### src/rtl/dma_xfer_pkg.sv
package dma_xfer_pkg;

  typedef enum logic [2:0] {
    S_IDLE, S_CHECK, S_XFER, S_UPDATE, S_DONE
  } eng_state_t;

  typedef enum logic [1:0] {
    TY_VERIFY = 2'd0,
    TY_WRITE  = 2'd1,
    TY_READ   = 2'd2,
    TY_BAD    = 2'd3
  } xfer_ty_t;

  // operating-mode code that performs transfers
  localparam logic [1:0] OPM_SINGLE = 2'd1;

  // bit positions inside mode_hi (mode byte bits 7:2)
  localparam int MF_OPM_HI = 5;
  localparam int MF_OPM_LO = 4;
  localparam int MF_DOWN   = 3;
  localparam int MF_AUTO   = 2;

endpackage

### src/rtl/dma_mode_decode.sv
module dma_mode_decode
  import dma_xfer_pkg::*;
#(
  parameter int NCH  = 4,
  parameter int CH_W = $clog2(NCH)
)(
  input  logic [5:0]      mode_hi,
  input  logic            ctl_off,
  input  logic [NCH-1:0]  mask_bits,
  input  logic [CH_W-1:0] chan,
  output xfer_ty_t        ty,
  output logic            down,
  output logic            autoinit,
  output logic            accept
);
  logic [1:0] opm;
  logic       blocked;

  assign opm      = mode_hi[MF_OPM_HI:MF_OPM_LO];
  assign down     = mode_hi[MF_DOWN];
  assign autoinit = mode_hi[MF_AUTO];
  assign ty       = xfer_ty_t'(mode_hi[1:0]);
  assign blocked  = ctl_off | mask_bits[chan];
  assign accept   = !blocked && (opm == OPM_SINGLE) && (ty != TY_BAD);
endmodule

### src/rtl/dma_addr_form.sv
module dma_addr_form #(
  parameter int ADDR_W = 16,
  parameter int PAGE_W = 8,
  localparam int PHYS_W = ADDR_W + PAGE_W
)(
  input  logic [PAGE_W-1:0] page,
  input  logic [ADDR_W-1:0] addr,
  input  logic              word_chan,
  output logic [PHYS_W-1:0] phys
);
  function automatic logic [PHYS_W-1:0] form_phys(
    input logic [PAGE_W-1:0] pg,
    input logic [ADDR_W-1:0] a,
    input logic              wide
  );
    logic [ADDR_W-1:0] off;
    off = wide ? {a[ADDR_W-2:0], 1'b0} : a;
    return {pg, off};
  endfunction

  assign phys = form_phys(page, addr, word_chan);
endmodule

### src/rtl/dma_tc_unit.sv
module dma_tc_unit #(
  parameter int ADDR_W = 16,
  parameter int CNT_W  = 16,
  parameter int NCH    = 4,
  localparam int CH_W  = $clog2(NCH)
)(
  input  logic              clk,
  input  logic              rst_n,
  input  logic              fire,
  input  logic              autoinit,
  input  logic [CH_W-1:0]   chan,
  input  logic [ADDR_W-1:0] fin_addr,
  input  logic [CNT_W-1:0]  fin_cnt,
  input  logic [ADDR_W-1:0] base_addr,
  input  logic [CNT_W-1:0]  base_cnt,
  output logic              upd_valid,
  output logic [ADDR_W-1:0] upd_addr,
  output logic [CNT_W-1:0]  upd_cnt,
  output logic [2*NCH-1:0]  stat_set,
  output logic [2*NCH-1:0]  stat_clr,
  output logic [NCH-1:0]    mask_set
);
  logic tc_hit;
  logic reload;

  assign tc_hit    = fire && (fin_cnt == '0);
  assign reload    = tc_hit && autoinit;
  assign upd_valid = fire;
  assign upd_addr  = reload ? base_addr : fin_addr;
  assign upd_cnt   = reload ? base_cnt  : fin_cnt;

  for (genvar i = 0; i < NCH; i++) begin : g_ch
    logic hit_i;
    assign hit_i             = tc_hit && (chan == CH_W'(i));
    assign stat_set[i]       = hit_i;
    assign stat_set[i+NCH]   = 1'b0;
    assign stat_clr[i]       = 1'b0;
    assign stat_clr[i+NCH]   = hit_i;
    assign mask_set[i]       = hit_i && !autoinit;
  end

  // status pulses touch at most one channel
  assert_one_status_R7: assert property (@(posedge clk) disable iff (!rst_n)
    ($countones(stat_set) <= 1) && ($countones(stat_clr) == $countones(stat_set)));
  // mask only raised at terminal count without reload
  assert_mask_on_tc_R8: assert property (@(posedge clk) disable iff (!rst_n)
    (mask_set != '0) |-> (upd_valid && !autoinit && upd_cnt == '0));
  assert_status_only_on_update_R7: assert property (@(posedge clk) disable iff (!rst_n)
    (stat_set != '0) |-> upd_valid);
endmodule

### src/rtl/dma_xfer_engine.sv
module dma_xfer_engine
  import dma_xfer_pkg::*;
#(
  parameter int ADDR_W = 16,
  parameter int CNT_W  = 16,
  parameter int PAGE_W = 8,
  parameter int NCH    = 4,
  localparam int CH_W   = $clog2(NCH),
  localparam int PHYS_W = ADDR_W + PAGE_W
)(
  input  logic              clk,
  input  logic              rst_n,
  input  logic              start,
  input  logic [CH_W-1:0]   chan,
  input  logic              word_chan,
  input  logic [5:0]        mode_hi,
  input  logic              ctl_off,
  input  logic [NCH-1:0]    mask_bits,
  input  logic [PAGE_W-1:0] page,
  input  logic [ADDR_W-1:0] cur_addr,
  input  logic [CNT_W-1:0]  cur_cnt,
  input  logic [ADDR_W-1:0] base_addr,
  input  logic [CNT_W-1:0]  base_cnt,
  input  logic [CNT_W-1:0]  req_len,
  output logic              mem_req,
  output logic              mem_we,
  output logic [PHYS_W-1:0] mem_addr,
  input  logic              mem_ack,
  output logic              busy,
  output logic              upd_valid,
  output logic [ADDR_W-1:0] upd_addr,
  output logic [CNT_W-1:0]  upd_cnt,
  output logic [2*NCH-1:0]  stat_set,
  output logic [2*NCH-1:0]  stat_clr,
  output logic [NCH-1:0]    mask_set,
  output logic              done,
  output logic [CNT_W-1:0]  done_count
);
  eng_state_t        st;
  logic [5:0]        mode_q;
  logic              off_q;
  logic [NCH-1:0]    mask_q;
  logic [CH_W-1:0]   chan_q;
  logic              word_q;
  logic [PAGE_W-1:0] page_q;
  logic [ADDR_W-1:0] addr_q;
  logic [CNT_W-1:0]  cnt_q;
  logic [ADDR_W-1:0] base_a_q;
  logic [CNT_W-1:0]  base_c_q;
  logic [CNT_W-1:0]  left_q;
  logic [CNT_W-1:0]  moved_q;

  xfer_ty_t ty;
  logic     down, autoinit, accept;
  logic     step_en;   // one element retired this cycle
  logic     last_el;   // the element retiring is the final one

  function automatic logic [ADDR_W-1:0] step_addr(
    input logic [ADDR_W-1:0] a, input logic dn);
    return dn ? a - ADDR_W'(1) : a + ADDR_W'(1);
  endfunction

  function automatic logic [CNT_W-1:0] lesser(
    input logic [CNT_W-1:0] x, input logic [CNT_W-1:0] y);
    return (x < y) ? x : y;
  endfunction

  dma_mode_decode #(.NCH(NCH)) u_dec (
    .mode_hi(mode_q), .ctl_off(off_q), .mask_bits(mask_q), .chan(chan_q),
    .ty(ty), .down(down), .autoinit(autoinit), .accept(accept)
  );

  dma_addr_form #(.ADDR_W(ADDR_W), .PAGE_W(PAGE_W)) u_addr (
    .page(page_q), .addr(addr_q), .word_chan(word_q), .phys(mem_addr)
  );

  dma_tc_unit #(.ADDR_W(ADDR_W), .CNT_W(CNT_W), .NCH(NCH)) u_tc (
    .clk(clk), .rst_n(rst_n), .fire(st == S_UPDATE), .autoinit(autoinit),
    .chan(chan_q), .fin_addr(addr_q), .fin_cnt(cnt_q),
    .base_addr(base_a_q), .base_cnt(base_c_q),
    .upd_valid(upd_valid), .upd_addr(upd_addr), .upd_cnt(upd_cnt),
    .stat_set(stat_set), .stat_clr(stat_clr), .mask_set(mask_set)
  );

  assign mem_req    = (st == S_XFER) && (ty != TY_VERIFY);
  assign mem_we     = (ty == TY_WRITE);
  assign step_en    = (st == S_XFER) && ((ty == TY_VERIFY) || mem_ack);
  assign last_el    = step_en && (left_q == CNT_W'(1));
  assign busy       = (st != S_IDLE);
  assign done       = (st == S_DONE);
  assign done_count = moved_q;

  always_ff @(posedge clk or negedge rst_n) begin
    if (!rst_n) begin
      st       <= S_IDLE;
      mode_q   <= '0;
      off_q    <= 1'b0;
      mask_q   <= '0;
      chan_q   <= '0;
      word_q   <= 1'b0;
      page_q   <= '0;
      addr_q   <= '0;
      cnt_q    <= '0;
      base_a_q <= '0;
      base_c_q <= '0;
      left_q   <= '0;
      moved_q  <= '0;
    end else begin
      unique case (st)
        S_IDLE: if (start) begin
          mode_q   <= mode_hi;
          off_q    <= ctl_off;
          mask_q   <= mask_bits;
          chan_q   <= chan;
          word_q   <= word_chan;
          page_q   <= page;
          addr_q   <= cur_addr;
          cnt_q    <= cur_cnt;
          base_a_q <= base_addr;
          base_c_q <= base_cnt;
          left_q   <= lesser(cur_cnt, req_len);
          moved_q  <= '0;
          st       <= S_CHECK;
        end
        S_CHECK: st <= (accept && left_q != '0) ? S_XFER : S_DONE;
        S_XFER: if (step_en) begin
          addr_q  <= step_addr(addr_q, down);
          cnt_q   <= cnt_q - CNT_W'(1);
          left_q  <= left_q - CNT_W'(1);
          moved_q <= moved_q + CNT_W'(1);
          if (last_el) st <= S_UPDATE;
        end
        S_UPDATE: st <= S_DONE;
        S_DONE:   st <= S_IDLE;
        default:  st <= S_IDLE;
      endcase
    end
  end

  // a blocked or refused request never reaches the transfer state
  assert_refused_skips_xfer_R1: assert property (@(posedge clk) disable iff (!rst_n)
    (st == S_CHECK && !accept) |=> (st == S_DONE && moved_q == '0));
  assert_single_mode_only_R2: assert property (@(posedge clk) disable iff (!rst_n)
    mem_req |-> (mode_q[MF_OPM_HI:MF_OPM_LO] == OPM_SINGLE));
  assert_type_matches_access_R3: assert property (@(posedge clk) disable iff (!rst_n)
    mem_req |-> (mode_q[1:0] != 2'd0 && mode_q[1:0] != 2'd3 && mem_we == (mode_q[1:0] == 2'd1)));
  assert_req_held_R9: assert property (@(posedge clk) disable iff (!rst_n)
    (mem_req && !mem_ack) |=> (mem_req && $stable(mem_addr) && $stable(mem_we)));
  assert_one_element_per_ack_R9: assert property (@(posedge clk) disable iff (!rst_n)
    (mem_req && mem_ack) |=> (moved_q == $past(moved_q) + CNT_W'(1)));
  assert_no_empty_update_R10: assert property (@(posedge clk) disable iff (!rst_n)
    upd_valid |-> (moved_q != '0));
  assert_done_then_idle_R11: assert property (@(posedge clk) disable iff (!rst_n)
    done |=> !busy);
endmodule

### config.mk
export PLATFORM = sky130hd
export DESIGN_NAME = dma_xfer_engine
export DESIGN_NICKNAME = d
export VERILOG_FILES = /design/src/rtl/dma_xfer_pkg.sv /design/src/rtl/dma_mode_decode.sv /design/src/rtl/dma_addr_form.sv /design/src/rtl/dma_tc_unit.sv /design/src/rtl/dma_xfer_engine.sv
export SDC_FILE = /design/constraint.sdc
export NUM_CORES = 1
export LEC_CHECK = 0
export BUFFER_PORTS_ARGS = -buffer_cell sky130_fd_sc_hd__buf_2
export CAP_MARGIN = 20
export CORE_ASPECT_RATIO = 2
export CORE_MARGIN = 2
export CORE_UTILIZATION = 25
export CTS_CLUSTER_DIAMETER = 120
export CTS_CLUSTER_SIZE = 28
export DETAILED_ROUTE_END_ITERATION = 10
export PLACE_DENSITY = 0.45
export REMOVE_ABC_BUFFERS = 1
export SLEW_MARGIN = 30
export SYNTH_ARGS = -nofsm -noshare
export SYNTH_HDL_FRONTEND = slang
export SYNTH_SLANG_ARGS = --single-unit
### constraint.sdc
create_clock -name clk -period 4.2 [get_ports clk]
set_input_delay 0.42 -clock clk [delete_from_list [all_inputs] [get_ports clk]]
set_output_delay 0.42 -clock clk [all_outputs]
set_load 0.005 [all_outputs]
After elaboration in Yosys (flattened, before gate mapping)
Cells that the tools add are included.
{"block": "totals", "reg_bits": 121, "word_cells": 89, "output_inout_bits": 97, "inputBits": 106}
{"block": "op_classes", "eq_ne": 14, "reduce_logical": 30, "addsub": 5, "n_lt_le_gt_ge": 2, "bitwise": 1, "mux": 24}
{"operator": "16-bit 2-to-1 mux", "count": 13}
{"operator": "16-bit one-hot mux with 2 select lines", "count": 4}
{"operator": "16-bit by 1-bit subtractor with 16-bit output, second input constant", "count": 3}
{"operator": "16-bit by 1-bit adder with 16-bit output, second input constant", "count": 2}
{"operator": "16-bit by 1-bit equality test with 1-bit output, second input constant", "count": 1}
{"operator": "1-bit logical AND", "count": 16}
{"operator": "16-bit logical NOT", "count": 1}
{"operator": "16-bit less-than comparator", "count": 1}
{"operator": "16-bit nonzero test", "count": 1}
{"operator": "3-bit 2-to-1 mux", "count": 4}
{"operator": "3-bit one-hot mux with 4 select lines", "count": 1}
{"operator": "2-bit inequality test, second input constant", "count": 4}
{"operator": "2-bit by 1-bit equality test with 1-bit output, second input constant", "count": 3}
{"operator": "3-bit by 2-bit equality test with 1-bit output, second input constant", "count": 2}
{"operator": "3-bit AND reduction", "count": 2}
{"operator": "2-bit equality test, second input constant", "count": 2}
{"operator": "2-bit logical NOT", "count": 2}
{"operator": "2-bit nonzero test", "count": 2}
{"operator": "3-bit by 1-bit equality test with 1-bit output, second input constant", "count": 1}
{"operator": "3-bit equality test, second input constant", "count": 1}
{"operator": "3-bit logical NOT", "count": 1}
{"operator": "2-bit by 3-bit less-than comparator with 1-bit output, second input constant", "count": 1}
{"operator": "3-bit nonzero test", "count": 1}
{"operator": "1-bit binary-select mux with 2-bit select", "count": 1}
{"operator": "other kinds (5)", "count": 6}

Longest topological paths before layout
Gate-level depths: netlist (run 1).
{"block": "logic_depth", "ltp_word": 9, "ltp_mapped": 9}

Hierarchy
From an unflattened synthesis (run 1), not the netlist that was laid out.
{"block": "hier_totals", "cells_unflattened": 921, "hier_area_um2": 7811.2}
{"mod": "dma_xfer_engine", "area_each_um2": 6795.3, "instances": 1, "cells_each": 814}
{"mod": "dma_tc_unit", "area_each_um2": 639.4, "instances": 1, "cells_each": 74}
{"mod": "dma_addr_form", "area_each_um2": 302.8, "instances": 1, "cells_each": 26}
{"mod": "dma_mode_decode", "area_each_um2": 73.8, "instances": 1, "cells_each": 7}

Worst setup path after synthesis (run 1)
Ideal clock, no wire load.
{"block": "synth_timing", "kind": "reg-to-output", "startpoint": "register cnt_q[5]", "endpoint": "output upd_addr[13]", "setup_slack_ns": 1.418, "path_stages_with_launch": 7, "path_buffers": 2, "arrival_time_ns": 2.362, "cell_sequence": "dfrtp_1 -> or3_1 -> nor4_1 -> and3_1 -> clkbuf_1 -> clkbuf_1 -> mux2_2"}
{"block": "synth_between", "elab_chain_len": 4}
{"item": "from (decl)", "line_no": "dma_xfer_engine.sv:47", "rtl": "logic [CNT_W-1:0] cnt_q;"}
{"item": "from (signal assigned)", "line_no": "dma_xfer_engine.sv:118", "rtl": "cnt_q <= cur_cnt;"}
{"item": "from (signal assigned)", "line_no": "dma_xfer_engine.sv:128", "rtl": "cnt_q <= cnt_q - CNT_W'(1);"}
{"item": "16-bit logical NOT", "line_no": "dma_tc_unit.sv:26", "rtl": "assign tc_hit = fire && (fin_cnt == '0);"}
{"item": "1-bit logical AND", "line_no": "dma_tc_unit.sv:26"}
{"item": "1-bit logical AND", "line_no": "dma_tc_unit.sv:27", "rtl": "assign reload = tc_hit && autoinit;"}
{"item": "16-bit 2-to-1 mux", "line_no": "dma_tc_unit.sv:29", "rtl": "assign upd_addr = reload ? base_addr : fin_addr;"}
{"item": "to (decl)", "line_no": "dma_xfer_engine.sv:31", "rtl": "output logic [ADDR_W-1:0] upd_addr,"}
No other way between the ends.

Worst setup path in the final report (run 1)
{"block": "layout_timing", "startpoint": "register cnt_q[5]", "endpoint": "output upd_addr[12]"}
Same word-level chain as after synthesis.

==> results.cfg, run 1 <==
[route]
antenna_violating_nets_post_route = 0
number_of_vias_in_the_routed_layout = 7320
drt-total-wl_um = 27100
drt_drc_violations_left = 0
drt-vias-per-instance = 4.91
wire_per_inst_um = 18.2
dr_pass1_iterations = 5
detail_route.iter0.violations = 290

[critical_path]
worstSetupStartpointType = register
worst_path_dominant_cell_family = simple AND/OR/NAND/NOR gates
path_buf_inv = 2
data_arrival_time_at_the_worst_slack_endpoint_ps = 2970
critical_path.cell_chain = or3_1 > nor4_1 > buf_4 > and3_2 > mux2_2 > buf_2
critPathRequiredTime_ps = 3780
critPathKind = register to primary output
cpMaxStageDelayCell = sky130_fd_sc_hd__and3_2
max_stage_delay_ps = 680
setup.worst_path.end_class = primary output
cp_max_fo = 18

[global_routing]
number_of_antenna_violations_at_the_first_check_in_global_routing = 2
grt_overflow = 0
grt_pass1_wl_um = 41700
grt_pass1_vias = 7461
overall_fraction_of_global_route_tracks_in_use_pct = 17.3
grt_max_degree = 98

[timing]
finClkSkew_ps = 12.8
clock.fmax_mhz = 295
final_hold_viol_count = 0
setup_violations = 0
worst_slew_margin_rel_pct = 35.7
rsz0062_at_grt = false
finalSetupTns_ps = 0
layout_min_cycle_time_ps = 3390
actual_slew_at_the_worst_max_slew_pin_ps = 957
maxSlewViolCount = 0
layout_worst_path_cycle_share_pct = 80.6

[floorplanning]
horiz_die_dim_um = 128
top_level_ports = 203
die_height_um = 251
die_area_um2 = 32100
initial_utilization_pct = 25.3
placementRows = 90
core_um2 = 30200

[clock_tree]
post-cts-setup-buffer-count = 0
cts.clk_slew.worst_paths_ps = 60
clock-root-buffer = sky130_fd_sc_hd__clkbuf_16
numCtsBuffers = 17
post_cts_resize_count = 0
postCtsHoldBufs = 0
insertion_delay_ps = 440
cts_sinks = 121
cts_tree = yes
clock_tree.htree_level_count = 4
cts.path.max_buffers = 2

[synthesis]
number_of_synthesized_flops_with_an_enable_pin = 0
flops_latches_synth = 121
synth_seq_area_share_pct = 39.6
async_sr_flop_fraction_pct = 100
synthDominantCellAreaShare_pct = 39.6
postSynthCellCount = 938
ys_types = 63
syn_avg_cell_area_um2 = 8.16
post_synth_instance_area_um2 = 7650
synth_warn = 0
post_synth_top_area_cell = sky130_fd_sc_hd__dfrtp_1
ys_top_cells_by_area = sky130_fd_sc_hd__dfrtp_1 (40%), sky130_fd_sc_hd__nand2_1 (11%), sky130_fd_sc_hd__ha_1 (5.6%)
ys.flop_type = sky130_fd_sc_hd__dfrtp_1

[power]
vdd_drop_max_uv = 295
power_density_nw_per_um2 = 728
cellLeakagePower_uw = 0.00470

[finish]
final_net_count = 1248
final_cell_mix = sky130_fd_sc_hd__nand2_1 (219), sky130_fd_sc_hd__buf_2 (193), sky130_fd_sc_hd__dfrtp_1 (121)
drive_above_1_share_pct = 25.4
postLayoutCellArea_um2 = 9540
syn2layout_area_growth_pct = 24.7
layout_commonest_cell = sky130_fd_sc_hd__nand2_1

[hold_path]
timing.hold.worst.class = primary input to async pin

[outcome]
outcome = completed

[job]
timing.max_cap.violations = 0

[placed_design]
placement.cell_area_um2 = 8950
io_buffers = 194
finalWeightedCongestion = 0.811
dp_hpwl_um = 19900
## area by class of cell
type                    count  area (um^2)
clock inverters             8         92.6
multi-input cells         723         4210
repair buffers            212         1130
fillers                  3283        20600
well taps                 368          460
clock buffers              24          492
inverters                  32          120
flip-flops and latches    121         3030
diodes                      2         5.00
## registers in the layout, summed over array words and instances, names as in the netlist
name and flops:
left_q 16, word_q 1, done_count 16, base_c_q 16, chan_q 2, st 3, cnt_q 16, mask_q 4
off_q 1, addr_q 16, page_q 8, base_a_q 16, mode_q 6
## where the power goes
group          leakage (uW)  switching (uW)  internal, uW
logic               0.00292            1850          1410
clock network      0.000290             549           929
registers           0.00149             535          1670
total               0.00470            2930          4010
## synthesized netlist by cell type (5+ instances only)
library cell	number
sky130_fd_sc_hd__nand2_1	219
sky130_fd_sc_hd__dfrtp_1	121
sky130_fd_sc_hd__a21oi_1	66
sky130_fd_sc_hd__nor2_1	64
sky130_fd_sc_hd__o21ai_0	57
sky130_fd_sc_hd__clkbuf_1	46
sky130_fd_sc_hd__ha_1	34
sky130_fd_sc_hd__inv_1	32
sky130_fd_sc_hd__mux2_2	31
sky130_fd_sc_hd__nand3_1	26
sky130_fd_sc_hd__nor3_1	23
sky130_fd_sc_hd__a21o_1	22
sky130_fd_sc_hd__a31oi_1	16
sky130_fd_sc_hd__buf_4	16
sky130_fd_sc_hd__nand4_1	16
sky130_fd_sc_hd__and3_1	11
sky130_fd_sc_hd__or3_1	11
sky130_fd_sc_hd__xor2_1	10
sky130_fd_sc_hd__nor3b_1	8
sky130_fd_sc_hd__nor4_1	8
sky130_fd_sc_hd__o211ai_1	8
sky130_fd_sc_hd__o22ai_1	8
sky130_fd_sc_hd__xnor2_1	8
sky130_fd_sc_hd__a22oi_1	7
sky130_fd_sc_hd__nor2b_1	6
sky130_fd_sc_hd__a311oi_1	5
## worst paths after layout
check	start	endpoint	slack, ps	cells past startpoint
max in group asynchronous	rst_n	mask_q[3]	3290	2
hold reg to reg	base_a_q[6]	base_a_q[6]	470	2
setup reg to reg	st[1]	done_count[15]	1250	5
min in group clk	base_cnt[14]	base_c_q[14]	160	3
setup / recovery	cnt_q[5]	upd_addr[12]	810	6
hold / removal	rst_n	base_a_q[6]	10	1
## worst register-to-register path, cell delays in order, from the launching register on
cell	delay [ps]
sky130_fd_sc_hd__dfrtp_1	500
sky130_fd_sc_hd__or3b_2	790
sky130_fd_sc_hd__o21a_2	360
sky130_fd_sc_hd__or4_1	680
sky130_fd_sc_hd__or3_1	390
sky130_fd_sc_hd__a21oi_1	140
## metrics by stage
stage	worst slack [ps]	utilization, %	hold WS, ps	power, uW	std cells
2_1_floorplan	-199	-	124	4270	876
3_3_place_gp	1190	29.6	454	5500	1456
3_5_place_dp	1140	29.6	455	5530	1456
4_1_cts	741	31.6	48.1	7060	1488
5_1_grt	684	31.6	63.0	7580	1490
6_report	814	31.6	12.3	6950	1490
## cells by family after synthesis
logic type,after synthesis,share of synthesized area [%]
XOR/XNOR,18,2.06
flip-flops,121,39.6
AO/OA/AOI/OAI,218,17.4
multiplexers,36,5.38
AND/OR/NAND/NOR,408,23.7
buffers and inverters,101,5.92
other,1,0.0490
adder cells (fa/ha/maj),35,5.82
## metal layers
layer  track usage (%)  vias up  share of wire, %  wire length [um]
met5                 0        -                 0                 0
li1                  -     3614                 -                 -
met3              2.98       53               3.0               819
met2              34.6      168                59             16100
met4              8.57        0               3.5               960
met1              16.2     3485                34              9230
(Power assumes the default switching activity.)
==> run 2, diff against run 1 <==
- ABC_AREA: unset -> 1
- clock period: 4.2 -> 3.35 ns (I/O delays scaled with it)
==> run 2 against run 1 <==
Compared with the run above: global-route usage fell by 0.41 points; combinational power grew 33%; register-to-register slack worse by 130 ps; area after synthesis rose by 4.2%.
==> results.cfg, run 2 <==
[synthesis]
ys_top_cells_by_area = sky130_fd_sc_hd__dfrtp_1 (38%), sky130_fd_sc_hd__nand2_1 (14%), sky130_fd_sc_hd__inv_1 (6.4%)
postSynthCellCount = 1142
syn_avg_cell_area_um2 = 6.98
synthDominantCellAreaShare_pct = 38.0
yosys-top-cells-count = sky130_fd_sc_hd__nand2_1 (301), sky130_fd_sc_hd__inv_1 (136), sky130_fd_sc_hd__dfrtp_1 (121), sky130_fd_sc_hd__o21ai_0 (96), sky130_fd_sc_hd__nor2_1 (90)
synth_most_common_cell = sky130_fd_sc_hd__nand2_1
number_of_synthesized_flops_with_an_enable_pin = 0
post_synth_instance_area_um2 = 7970
synth_seq_area_share_pct = 38.0
synth_warn = 0
flops_latches_synth = 121
async_sr_flop_fraction_pct = 100
ys.flop_type = sky130_fd_sc_hd__dfrtp_1
ys_types = 44
post_synth_top_area_cell = sky130_fd_sc_hd__dfrtp_1

[clock_tree]
insertion_delay_ps = 430
cts.clk_slew.worst_paths_ps = 60
cts_tree = yes
cts_sinks = 121
post-cts-setup-buffer-count = 0
cts.path.max_buffers = 2
clock-root-buffer = sky130_fd_sc_hd__clkbuf_16
clock_tree.htree_level_count = 4
numCtsBuffers = 17

[floorplanning]
die_height_um = 257
core_um2 = 31400
initial_utilization_pct = 25.4
top_level_ports = 203
die_area_um2 = 33400
placementRows = 92
horiz_die_dim_um = 130

[placed_design]
placement.cell_area_um2 = 9310
finalWeightedCongestion = 0.862
dp_hpwl_um = 20500
dp_worst_setup_slack_ps = 952
io_buffers = 194

[route]
drt_drc_violations_left = 0
number_of_vias_in_the_routed_layout = 7866
drt-vias-per-instance = 4.49
wire_per_inst_um = 15.5
dr_pass1_iterations = 5
antenna_violating_nets_post_route = 0
detail_route.iter0.violations = 381
drt-total-wl_um = 27100

[critical_path]
critical_path.most_common_cell = sky130_fd_sc_hd__nor2_1
r2r_end = addr_q[14]
crit_cells = 7
path_buf_inv = 2
r2r-start = mode_q[3]
startpoint = cnt_q[7]
worst_setup_path_endpoint = upd_cnt[3]
cp_max_fo = 50
worstSetupStartpointType = register
cpMaxStageDelayCell = sky130_fd_sc_hd__dfrtp_1
critical_path.cell_chain = nor2_1 > nand2_1 > nor2_1 > nand4_1 > buf_4 > o21ai_1 > buf_2
worst_path_dominant_cell_family = simple AND/OR/NAND/NOR gates
critPathRequiredTime_ps = 3010
max_stage_delay_ps = 400
timing.reg2reg.setup_slack_ps = 1120
worstRegToRegCells = 10
critPathKind = register to primary output
setup.worst_path.end_class = primary output
data_arrival_time_at_the_worst_slack_endpoint_ps = 2500

[power]
power.share.switching_pct = 45.0
vdd_drop_max_uv = 404
p_total_uw = 8900
pwr-share-comb_pct = 48.6
power.share.sequential_pct = 29.9
cellLeakagePower_uw = 0.00508
power_density_nw_per_um2 = 897
p_clk_share_pct = 21.5
power.internal_uw = 4900
netSwitchingPower_uw = 4000

[timing]
actual_slew_at_the_worst_max_slew_pin_ps = 681
setup_violations = 0
clock.fmax_mhz = 352
layout_worst_path_cycle_share_pct = 84.8
maxSlewViolCount = 0
rsz0062_at_grt = false
finClkSkew_ps = 8.57
layout_min_cycle_time_ps = 2840
worst_slew_margin_rel_pct = 54.6
post-route-worst-setup-slack_ps = 510
finalSetupTns_ps = 0
final_hold_viol_count = 0

[hold_path]
timing.hold.worst.class = primary input to register
min_delay_path_depth = 3

[finish]
final_net_count = 1456
syn2layout_area_growth_pct = 24.4
postLayoutCellArea_um2 = 9920
final_cell_mix = sky130_fd_sc_hd__nand2_1 (301), sky130_fd_sc_hd__buf_2 (193), sky130_fd_sc_hd__inv_1 (135)
drive_above_1_share_pct = 19.8
layout_commonest_cell = sky130_fd_sc_hd__nand2_1

[global_routing]
grt_max_degree = 66
overall_fraction_of_global_route_tracks_in_use_pct = 16.8
grt_pass1_wl_um = 43000
number_of_antenna_violations_at_the_first_check_in_global_routing = 1
grt_overflow = 0
grt_pass1_vias = 8060

[job]
timing.max_cap.violations = 0

[outcome]
outcome = completed
-- run 2: cell count changes after synthesis, sizes merged, moves of 31 or more --
cell | previous run | this run
nor2 | 64 | 95
inv | 32 | 142
o21ai | 57 | 132
mux2 | 31 | 0
nand2 | 219 | 305
nand3 | 26 | 75
-- run 2: cells by family after synthesis --
group / synth area share (%)
other: 0.0470
AO/OA/AOI/OAI: 16.6
XOR/XNOR: 1.43
buffers and inverters: 10.9
AND/OR/NAND/NOR: 27.5
adder cells (fa/ha/maj): 5.59
flip-flops: 38.0
-- run 2: metrics by stage --
| step | hold slack [ps] | utilization [%] | instances |
|---|---|---|---|
| after detailed placement | 371 | 29.6 | 1718 |
| after global placement | 376 | 29.6 | 1718 |
| after CTS | 65.7 | 31.6 | 1749 |
| final | 89.9 | 31.6 | 1750 |
| after floorplan | 39.4 | - | 1086 |
| after global routing | 81.0 | 31.6 | 1750 |
-- run 2: metal layers --
layer  part of all wire [%]  track usage [%]
met1                     36             16.7
met2                     57             33.0
met3                    2.8             2.63
met4                    3.7             7.74
met5                      0                0
-- run 2: final cells by class --
cell class              count  area, um^2
clock inverters             8         120
well taps                 423         529
diodes                      1        2.50
repair buffers            210        1120
clock buffers              22         474
multi-input cells         823        4110
inverters                 142         536
flip-flops and latches    121        3030
fillers                  3508       21500
-- run 2: timing repair --
item                      in CTS  in global routing
hold endpoints to repair      56                  0
resized for setup              0                  0
hold buffers                   1                  0
-- run 2: power by group through the flow --
| stage | sequential (uW) | combinational, uW | clock (uW) |
|---|---|---|---|
| final | 2660 | 4330 | 1910 |
| after global routing | 2780 | 5030 | 2040 |
| after CTS | 2680 | 4430 | 1980 |
| after detailed placement | 2700 | 4410 | 0 |
| after global placement | 2700 | 4380 | 0 |
| after floorplan | 2520 | 2880 | 0 |
-- run 2: worst min-delay path, cell delays in order --
cell	delay, ps
sky130_fd_sc_hd__buf_2	70
sky130_fd_sc_hd__nand2_1	40
sky130_fd_sc_hd__nand2_1	40
-- run 2: worst min-delay path by stage --
stage / startpoint / end / slack [ps]
final: page[1] / page_q[1] / 90
after global routing: mask_bits[0] / mask_q[0] / 80
after CTS: page[1] / page_q[1] / 70
after detailed placement: rst_n / base_c_q[13] / 370
after global placement: rst_n / base_c_q[13] / 380
after floorplan: rst_n / addr_q[0] / 40
